**src/rtl/wiper_pkg.sv**
```systemverilog
// Shared sizing for the wiper position controller.
// Assumes a power-of-two ladder with 2**WIPER_W taps.
package wiper_pkg;
    localparam int WIPER_W = 6;
    localparam int SYNC_BITS = 3;   // {dir, sel_n, step}
endpackage

```
**src/rtl/wiper_sync.sv**
```systemverilog
// Two-flop synchronizer for a bus of unrelated asynchronous bits.
// Assumes each bit is held far longer than two clk periods, so bits need no mutual coherence.
module wiper_sync #(
    parameter int W = 1,
    parameter logic [W-1:0] RST_VAL = '0
) (
    input  logic         clk,
    input  logic         rst_n,
    input  logic [W-1:0] d_i,
    output logic [W-1:0] q_o
);
    logic [W-1:0] meta_q;

    // Two stages of resynchronization, loaded with the idle value on reset.
    always_ff @(posedge clk) begin
        if (!rst_n) begin
            meta_q <= RST_VAL;
            q_o    <= RST_VAL;
        end else begin
            meta_q <= d_i;
            q_o    <= meta_q;
        end
    end
endmodule

```
**src/rtl/wiper_fall_det.sv**
```systemverilog
// Falling-edge detector on a synchronized strobe.
// Assumes the input is already in the clk domain. Its reset history is 0, so no edge can appear right after reset.
module wiper_fall_det (
    input  logic clk,
    input  logic rst_n,
    input  logic sig_i,
    output logic fall_o
);
    logic prev_q;

    // Remember the last sampled level of the strobe.
    always_ff @(posedge clk) begin
        if (!rst_n) prev_q <= 1'b0;
        else        prev_q <= sig_i;
    end

    assign fall_o = prev_q & ~sig_i;
endmodule

```
**src/rtl/wiper_counter.sv**
```systemverilog
// Saturating up/down position register with midscale reset and an accept pulse.
// Assumes step_en_i is never high on two consecutive cycles.
module wiper_counter #(
    parameter int W = 6
) (
    input  logic         clk,
    input  logic         rst_n,
    input  logic         step_en_i,
    input  logic         up_i,
    output logic [W-1:0] code_o,
    output logic         pulse_o
);
    localparam logic [W-1:0] TOP = {W{1'b1}};
    localparam logic [W-1:0] MID = {1'b1, {(W-1){1'b0}}};
    localparam logic [W-1:0] ONE = W'(1);

    // Step the code by one toward the requested end, stopping at the rails.
    always_ff @(posedge clk) begin
        if (!rst_n) begin
            code_o  <= MID;
            pulse_o <= 1'b0;
        end else begin
            pulse_o <= step_en_i;
            if (step_en_i) begin
                if (up_i && code_o != TOP)        code_o <= code_o + ONE;
                else if (!up_i && code_o != '0)   code_o <= code_o - ONE;
            end
        end
    end


    inc_step_chk: assert property (@(posedge clk) disable iff (!rst_n)
        (step_en_i && up_i && code_o != TOP) |=> code_o == $past(code_o) + ONE);

    dec_step_chk: assert property (@(posedge clk) disable iff (!rst_n)
        (step_en_i && !up_i && code_o != '0) |=> code_o == $past(code_o) - ONE);

    no_wrap_top_chk: assert property (@(posedge clk) disable iff (!rst_n)
        (step_en_i && up_i && code_o == TOP) |=> code_o == TOP);

    no_wrap_bottom_chk: assert property (@(posedge clk) disable iff (!rst_n)
        (step_en_i && !up_i && code_o == '0) |=> code_o == '0);

    hold_idle_chk: assert property (@(posedge clk) disable iff (!rst_n)
        !step_en_i |=> $stable(code_o));
endmodule

```
**src/rtl/wiper_tap_dec.sv**
```systemverilog
// One-hot tap decoder: bit k is set when the code equals k.
// Assumes the code comes straight from a register, so the vector changes only when the code does.
module wiper_tap_dec #(
    parameter int W = 6,
    localparam int TAPS = 1 << W
) (
    input  logic [W-1:0]    code_i,
    output logic [TAPS-1:0] tap_o
);
    for (genvar k = 0; k < TAPS; k++) begin : g_tap
        assign tap_o[k] = (code_i == W'(k));
    end
endmodule

```
**src/rtl/wiper_stepper.sv**
```systemverilog
// Top of the wiper position controller: synchronizes the three-wire interface,
// qualifies falling strobe edges with select, and drives the code, the opposite-leg code, the tap vector and the status outputs.
// Assumes interface timing that holds each level for at least three clk periods.
module wiper_stepper #(
    parameter int W = wiper_pkg::WIPER_W,
    localparam int TAPS = 1 << W
) (
    input  logic            clk,
    input  logic            rst_n,
    input  logic            sel_n_i,
    input  logic            step_i,
    input  logic            dir_i,
    output logic [W-1:0]    code_o,
    output logic [W-1:0]    comp_o,
    output logic [TAPS-1:0] tap_o,
    output logic            step_pulse_o,
    output logic            at_end_o
);
    localparam logic [W-1:0] TOP = {W{1'b1}};

    logic [wiper_pkg::SYNC_BITS-1:0] raw_in, sync_q;
    logic fall, step_en;

    assign raw_in = {dir_i, sel_n_i, step_i};

    wiper_sync #(.W(wiper_pkg::SYNC_BITS), .RST_VAL(3'b010)) sync_i (
        .clk(clk), .rst_n(rst_n), .d_i(raw_in), .q_o(sync_q)
    );

    wiper_fall_det fall_i (
        .clk(clk), .rst_n(rst_n), .sig_i(sync_q[0]), .fall_o(fall)
    );

    assign step_en = fall & ~sync_q[1];

    wiper_counter #(.W(W)) cnt_i (
        .clk(clk), .rst_n(rst_n), .step_en_i(step_en), .up_i(sync_q[2]),
        .code_o(code_o), .pulse_o(step_pulse_o)
    );

    wiper_tap_dec #(.W(W)) dec_i (.code_i(code_o), .tap_o(tap_o));

    assign comp_o   = code_o ^ TOP;
    assign at_end_o = (code_o == '0) || (code_o == TOP);


    comp_sum_chk: assert property (@(posedge clk) disable iff (!rst_n)
        ({1'b0, code_o} + {1'b0, comp_o}) == {1'b0, TOP});

    tap_onehot_chk: assert property (@(posedge clk) disable iff (!rst_n)
        $countones(tap_o) == 1 && tap_o[code_o]);

    pulse_single_chk: assert property (@(posedge clk) disable iff (!rst_n)
        step_pulse_o |=> !step_pulse_o);

    end_flag_chk: assert property (@(posedge clk) disable iff (!rst_n)
        at_end_o == (tap_o[0] | tap_o[TAPS-1]));
endmodule

```
**config.mk**
```make
export PLATFORM = sky130hd
export DESIGN_NAME = wiper_stepper
export DESIGN_NICKNAME = d
export VERILOG_FILES = /design/src/rtl/wiper_pkg.sv /design/src/rtl/wiper_sync.sv /design/src/rtl/wiper_fall_det.sv /design/src/rtl/wiper_counter.sv /design/src/rtl/wiper_tap_dec.sv /design/src/rtl/wiper_stepper.sv
export SDC_FILE = /design/constraint.sdc
export NUM_CORES = 1
export LEC_CHECK = 0
export CAP_MARGIN = 0
export CORE_ASPECT_RATIO = 0.75
export CORE_UTILIZATION = 36
export DETAILED_ROUTE_END_ITERATION = 8
export HOLD_SLACK_MARGIN = 0.15
export PLACE_DENSITY = 0.87
export RECOVER_POWER = 25
export SYNTH_ARGS = -nofsm -noshare
export SYNTH_HDL_FRONTEND = slang
export SYNTH_SLANG_ARGS = --single-unit
```
**constraint.sdc**
```tcl
create_clock -name clk -period 5.9 [get_ports clk]
set_input_delay 1.18 -clock clk [delete_from_list [all_inputs] [get_ports clk]]
set_output_delay 1.18 -clock clk [all_outputs]
set_load 0.005 [all_outputs]
```
==> out/results.tsv, run 1 <==
stage	metric	value	unit
status	status	finished, final reports clean	
clock_tree	cts_tree	built	
clock_tree	clk_pin_slew_worst_paths	0.05	ns
pwr	p_leak	0.6754	nW
global_routing	grt_antenna_before_repair	0	
synth	synthesis.area	1101	µm²
setup_path	criticalPathCategory	reg -> out	
synth	synth_largest_area_cell	dfxtp_1	
sta	skew	0.003818	ns
global_routing	grt-ovfl-total	0	
synth	yosys.area_share.simple	43.86	%
synth	synth-edff-count	0	
setup_path	reg2reg_depth	6	
drt	routedWlPerCell	13.80	µm
flow_run	maxCapViolCount	0	
sta	setup_viol	0	
synth	synthXorXnorAreaFrac	0.7955	%
setup_path	worst_r2r_endpoint	cnt_i.code_o[5]$_SDFFE_PN1P_	
synth	synth_compound_area_share	14.66	%
synth	synth.avg_cell_area	6.292	µm²
global_routing	grt_usage	24.51	%
clock_tree	cts_hold_buf	0	
drt	drt_iter0_drc	41	
pwr	max-vdd-ir-drop	0.1632	mV
pwr	p_total	0.1890	mW
global_routing	grt_pass1_wl	6.196	mm
clock_tree	postCtsSetupBuffers	0	
synth	synth-adder-area-share	5.682	%
sta	drv_slew	0	
cells_and_area	layout-drive-gt1-share	2.429	%
clock_tree	numCtsBuffers	3	
synth	yosysSeqAreaShare	25.45	%
clock_tree	cts_resized	0	
synth	synth_mux_area_share	1.932	%
sta	tns	0	ns
clock_tree	clk_latency	0.24	ns
sta	relSlewSlack	44.10	%
synth	synthFlopType	dfxtp_1	
synth	synth_top_family_by_area	simple AND/OR/NAND/NOR gates	
synth	synthTopCellsByCount	nor2_1 (69), nand2_1 (20), dfxtp_1 (14), clkbuf_1 (9), inv_1 (7)	
cells_and_area	area_delta_synth_final	75.45	%
drt	final_antenna_net_count	0	
setup_path	critical_path.max_fanout	8	
synth	syn_inst	175	
sta	period_needed	3.424	ns
drt	num_vias	1461	
global_routing	grt_pass1_vias	1276	
cells_and_area	final_cells	283	
synth	yosys-top-cells-area	dfxtp_1 (25%), nor2_1 (24%), nand2_1 (6.8%)	
sta	fmax	0.2920	GHz
worst_hold_path	hp-class	reg -> reg	
setup_path	r2r-start	cnt_i.code_o[0]$_SDFFE_PN0P_	
pwr	power_density	97.83	nW/µm²
sta	hold_viol	0	
placed_design	place_congestion	0.8600	
setup_path	cp-end-kind	output pin	
drt	vias_per_cell	5.163	
global_routing	grt_max_degree	23	
clock_tree	clock-root-buffer	clkbuf_8	
worst_hold_path	holdPathEnd	sync_i.q_o[1]$_SDFF_PN1_	
die	placementRows	16	
drt	wirelength	3.906	mm
setup_path	critPathTopFamily	simple AND/OR/NAND/NOR gates	
placed_design	dpl.hpwl	2.981	mm
setup_path	required	4.72	ns
die	io_pins	83	
synth	synthesis.nets	185	
sta	rsz0062_at_grt	no	
synth	synth_seq_cells	14	
setup_path	critPathSlowestCell	clkdlybuf4s50_1	
worst_hold_path	hold_start	sync_i.meta_q[1]$_SDFF_PN1_	
die	fp.dieW	65.86	µm
die	dieArea	3286	µm²
setup_path	reg2reg_slack	3.39	ns
setup_path	worstPathCellList	inv_1, ha_1, or3b_1, nor2_1, clkdlybuf4s50_1	
setup_path	slowest_delay	0.52	ns
placed_design	dp.cells	280	
cells_and_area	fin_nets	259	
setup_path	path_buf_inv	2	
synth	synth_top_area_share	25.45	%
setup_path	start_kind	flop	
cells_and_area	fillers	261	
setup_path	crit_arrival	2.24	ns
clock_tree	cts_buffer_depth	2	
drt	drc	0	
clock_tree	cts.sink_count	14	
placed_design	port_buffers	82	
synth	ys_warn_count	0	
sta	whs	0.4081	ns
drt	drt_pre_antenna_iters	4	
synth	synth.most_common_cell	nor2_1	
worst_hold_path	whs_path_depth	1	
synth	async_flop_share	0	%
die	start_util	39.86	%
sta	fin_crit_sh	58.04	%
synth	synth_cell_types	34	
die	coreArea	2763	µm²
die	die_h	49.90	µm
cells_and_area	antenna_cells	0	
sta	worst_pin_slew	0.8359	ns
clock_tree	cts.htree.levels	1	
## layer usage
| metal | part of all wire [%] | vias to the layer above | global-route usage (%) |
|---|---|---|---|
| met2 | 47 | 71 | 38.95 |
| met3 | 8.1 | 5 | 6.944 |
| li1 | - | 714 | - |
| met1 | 44 | 671 | 32.28 |
| met5 | 0 | - | 0 |
| met4 | 1.0 | 0 | 5.797 |
## worst reg2reg max path: stages, from the launching register on
cell and delay, ns:
dfxtp_1 0.37, inv_1 0.16, ha_1 0.25, or3b_1 0.51, o32ai_1 0.75, a211oi_2 0.07, mux2_2 0.30
## where the power goes
group          total [mW]  switching (mW)  leakage [nW]  internal (mW)
registers          0.0989         0.00189         0.114         0.0970
clock network      0.0759          0.0308        0.0216         0.0451
logic              0.0142         0.00703         0.540        0.00713
total               0.189          0.0398         0.675          0.149
## logic make-up (layout without fill, tap and decap cells)
kind of cell    after synthesis  in the layout
simple gates                113            113
compound gates               20             20
buf+inv                      20             92
flops                        14             14
fa+ha+maj                     5              5
mux                           2              2
xor+xnor                      1              1
## cell usage in the layout (no fill, tap or decap)
cell and instances:
clkdlybuf4s50_1 72, nor2_1 69, nand2_1 20, dfxtp_1 14, dlygate4sd3_1 10, inv_1 7, nand3_1 6, ha_1 5
a21oi_1 4, o211ai_1 4, o21ai_0 3, and2_1 3, and3_1 3, clkbuf_8 3, or3_1 2, nand2b_1 2
and2_0 2, or4_1 2, or2_2 1, or3b_1 1, o22ai_1 1, o32ai_1 1, a211oi_2 1, mux2_2 1
nor2b_1 1, a32oi_1 1, o31ai_1 1, o21bai_1 1, mux2i_1 1, nor3b_1 1, o221ai_1 1, a211o_1 1
xnor2_1 1, o41ai_1 1
## stage by stage
stage	worst slack, ns	cell area (µm²)	utilization, %
floorplan	3.353	1101	-
global placement	2.808	1909	69.11
detailed placement	2.729	1909	69.11
CTS	2.454	1951	70.61
global route	2.372	1932	69.93
finish	2.476	1932	69.93
## registers in the layout, indices dropped and copies added (netlist names)
register and cells:
cnt_i.code_o 6, cnt_i.pulse_o 1, fall_i.prev_q 1, sync_i.meta_q 3, sync_i.q_o 3
## final cells by class
cell class | instances | area (µm²) | area share [%]
inverter | 7 | 26.28 | 1.360
multi-input combinational | 141 | 718.2 | 37.18
sequential | 14 | 280.3 | 14.51
clock buffer | 3 | 41.29 | 2.137
tap | 36 | 45.04 | 2.332
timing repair buffer | 82 | 820.8 | 42.49
## worst max-delay path by stage
stage	start	endpoint	slack [ns]	cells after the start
floorplan	cnt_i.code_o[0]$_SDFFE_PN0P_	tap_o[0]	3.35	5
global placement	cnt_i.code_o[0]$_SDFFE_PN0P_	tap_o[0]	2.81	5
detailed placement	cnt_i.code_o[0]$_SDFFE_PN0P_	tap_o[0]	2.73	5
CTS	cnt_i.code_o[0]$_SDFFE_PN0P_	tap_o[0]	2.45	5
global route	cnt_i.code_o[0]$_SDFFE_PN0P_	tap_o[0]	2.37	5
finish	cnt_i.code_o[0]$_SDFFE_PN0P_	tap_o[0]	2.48	5
Power figures use the tool's default switching activity.
==> run 2, diff against run 1 <==
- CORE_UTILIZATION: 36 -> 34
- PLACE_DENSITY: 0.87 -> 0.83
- clock period: 5.9 -> 3.5 ns (I/O delays scaled with it)
==> run 2 against run 1 <==
Final cell count grew 0.71%. Clock power up 61%. Clock skew shrank 0.0019 ns. Combinational power up 65%. Critical path type unchanged. Register-to-register slack got worse by 2.4 ns. First-iteration DRC count rose by 37%. Utilization is 5.9 points lower. Global-route usage decreased by 1.9 points. Highest routed layer unchanged.
==> out/results.tsv, run 2 (synthesis gave the netlist of run 1 again) <==
stage	metric	value	unit	change
clock_tree	postCtsSetupBuffers	0		unchanged
cells_and_area	fin_nets	259		unchanged
global_routing	grt-ovfl-total	0		unchanged
cells_and_area	final_cell_mix	clkdlybuf4s50_1 (70), nor2_1 (69), nand2_1 (20), dfxtp_1 (14), dlygate4sd3_1 (12)		
clock_tree	clk_latency	0.24	ns	about the same
setup_path	worstPathCellList	inv_1, ha_1, or3b_1, nor2_1, clkdlybuf4s50_1		
sta	setup_slack	0.5673	ns	-1.908 ns
status	status	finished, final reports clean		
drt	top_layer_used	met4		
cells_and_area	fin_area	1934	µm²	+0.13%
sta	period_needed	2.933	ns	
drt	drc	0		unchanged
placed_design	dp.cells	282		+0.71%
sta	skew	0.001949	ns	-0.001868 ns
cells_and_area	largest_register_ffs	6		unchanged
die	die_h	51.29	µm	+2.8%
setup_path	crit_arrival	2.23	ns	about the same
drt	wl_met3	244	µm	-23%
clock_tree	numCtsBuffers	3		unchanged
die	start_util	36.45	%	-3.4 points
global_routing	grt_antenna_before_repair	0		unchanged
cells_and_area	layout-drive-gt1-share	2.429	%	unchanged
drt	wirelength	3.727	mm	-4.6%
clock_tree	cts_buffer_depth	2		unchanged
sta	setup_viol	0		unchanged
drt	met1Wirelength	1.801	mm	+4.3%
setup_path	start_kind	flop		
sta	hold_viol	0		unchanged
setup_path	criticalPathCategory	reg -> out		
pwr	p_total	0.3118	mW	+65%
die	placementRows	17		+1
setup_path	path_buf_inv	2		unchanged
global_routing	grt_max_degree	23		unchanged
die	fp.dieW	67.71	µm	+2.8%
pwr	max-vdd-ir-drop	0.3035	mV	+86%
placed_design	port_buffers	82		unchanged
drt	route.met2.wl	1.668	mm	-8.5%
global_routing	grt_pass1_vias	1208		-5.3%
setup_path	cp-end-kind	output pin		
sta	relSlewSlack	45.18	%	+1.1 points
setup_path	critPathSlowestCell	clkdlybuf4s50_1		
sta	rsz0062_at_grt	no		
drt	drt_pre_antenna_iters	4		unchanged
global_routing	grt_pass1_wl	5.954	mm	-3.9%
drt	drt_iter0_drc	56		+37%
placed_design	place_congestion	0.8666		+0.77%
clock_tree	clock-root-buffer	clkbuf_8		
cells_and_area	final_common_cell	clkdlybuf4s50_1		
placed_design	placed_area	1912	µm²	+0.13%
sta	drv_slew	0		unchanged
die	dieArea	3473	µm²	+5.7%
clock_tree	clk_pin_slew_worst_paths	0.05	ns	about the same
clock_tree	cts_resized	0		unchanged
clock_tree	cts.sink_count	14		unchanged
worst_hold_path	hp-class	reg -> reg		
placed_design	dpl.hpwl	2.928	mm	-1.8%
setup_path	required	2.80	ns	-1.92 ns
placed_design	place_ws	0.7917	ns	-1.937 ns
sta	whs	0.4089	ns	+0.0008430 ns
cells_and_area	area_delta_synth_final	75.68	%	
die	io_pins	83		unchanged
drt	num_vias	1399		-4.2%
setup_path	critical_path.max_fanout	8		unchanged
pwr	power_density	161.2	nW/µm²	+65%
cells_and_area	utilization	64.04	%	-5.9 points
drt	final_antenna_net_count	0		unchanged
sta	tns	0	ns	unchanged
die	coreArea	3020	µm²	+9.3%
global_routing	grt_usage	22.61	%	-1.9 points
clock_tree	cts_hold_buf	0		unchanged
cells_and_area	antenna_cells	0		unchanged
clock_tree	cts.htree.levels	1		unchanged
setup_path	slowest_delay	0.52	ns	about the same
flow_run	maxCapViolCount	0		unchanged
cells_and_area	top_regs	cnt_i.code_o: 6 flops, sync_i.meta_q: 3 flops, sync_i.q_o: 3 flops		
sta	worst_pin_slew	0.8198	ns	-0.01613 ns
cells_and_area	final_cells	285		+0.71%
cells_and_area	regMostFlops	cnt_i.code_o		
drt	vias_per_cell	4.909		-4.9%
clock_tree	cts_tree	built		
setup_path	critPathTopFamily	simple AND/OR/NAND/NOR gates		
pwr	p_leak	0.6827	nW	+1.1%
drt	routedWlPerCell	13.08	µm	-5.3%
sta	fmax	0.3410	GHz	
sta	fin_crit_sh	83.79	%	
## run 2: where the power goes
part	switching (mW)	total [mW]	internal [mW]
Sequential	0.00305	0.167	0.164
Clock	0.0461	0.122	0.0754
Combinational	0.0115	0.0235	0.0119
Total	0.0607	0.312	0.251
## run 2: routing by layer
metal  vias to the layer above  global-route usage (%)
li1                        706                       -
met1                       633                   31.24
met2                        58                   35.31
met3                         2                   5.357
met4                         0                   4.255
met5                         -                       0
## run 2: final timing paths
path | from | endpoint | slack [ns] | cells after the start
max reg2reg | cnt_i.code_o[0]$_SDFFE_PN0P_ | cnt_i.code_o[5]$_SDFFE_PN1P_ | 1.01 | 6
min | sync_i.meta_q[1]$_SDFF_PN1_ | sync_i.q_o[1]$_SDFF_PN1_ | 0.41 | 1
max | cnt_i.code_o[0]$_SDFFE_PN0P_ | tap_o[0] | 0.57 | 5
min reg2reg | sync_i.meta_q[1]$_SDFF_PN1_ | sync_i.q_o[1]$_SDFF_PN1_ | 0.41 | 1
## run 2: final cells by class
class,instances,area (µm²)
Timing Repair Buffer,82,820.8
Multi-Input combinational cell,141,718.2
Tap cell,38,47.55
Inverter,7,26.28
Clock buffer,3,41.29
Fill cell,304,1086
Sequential cell,14,280.3
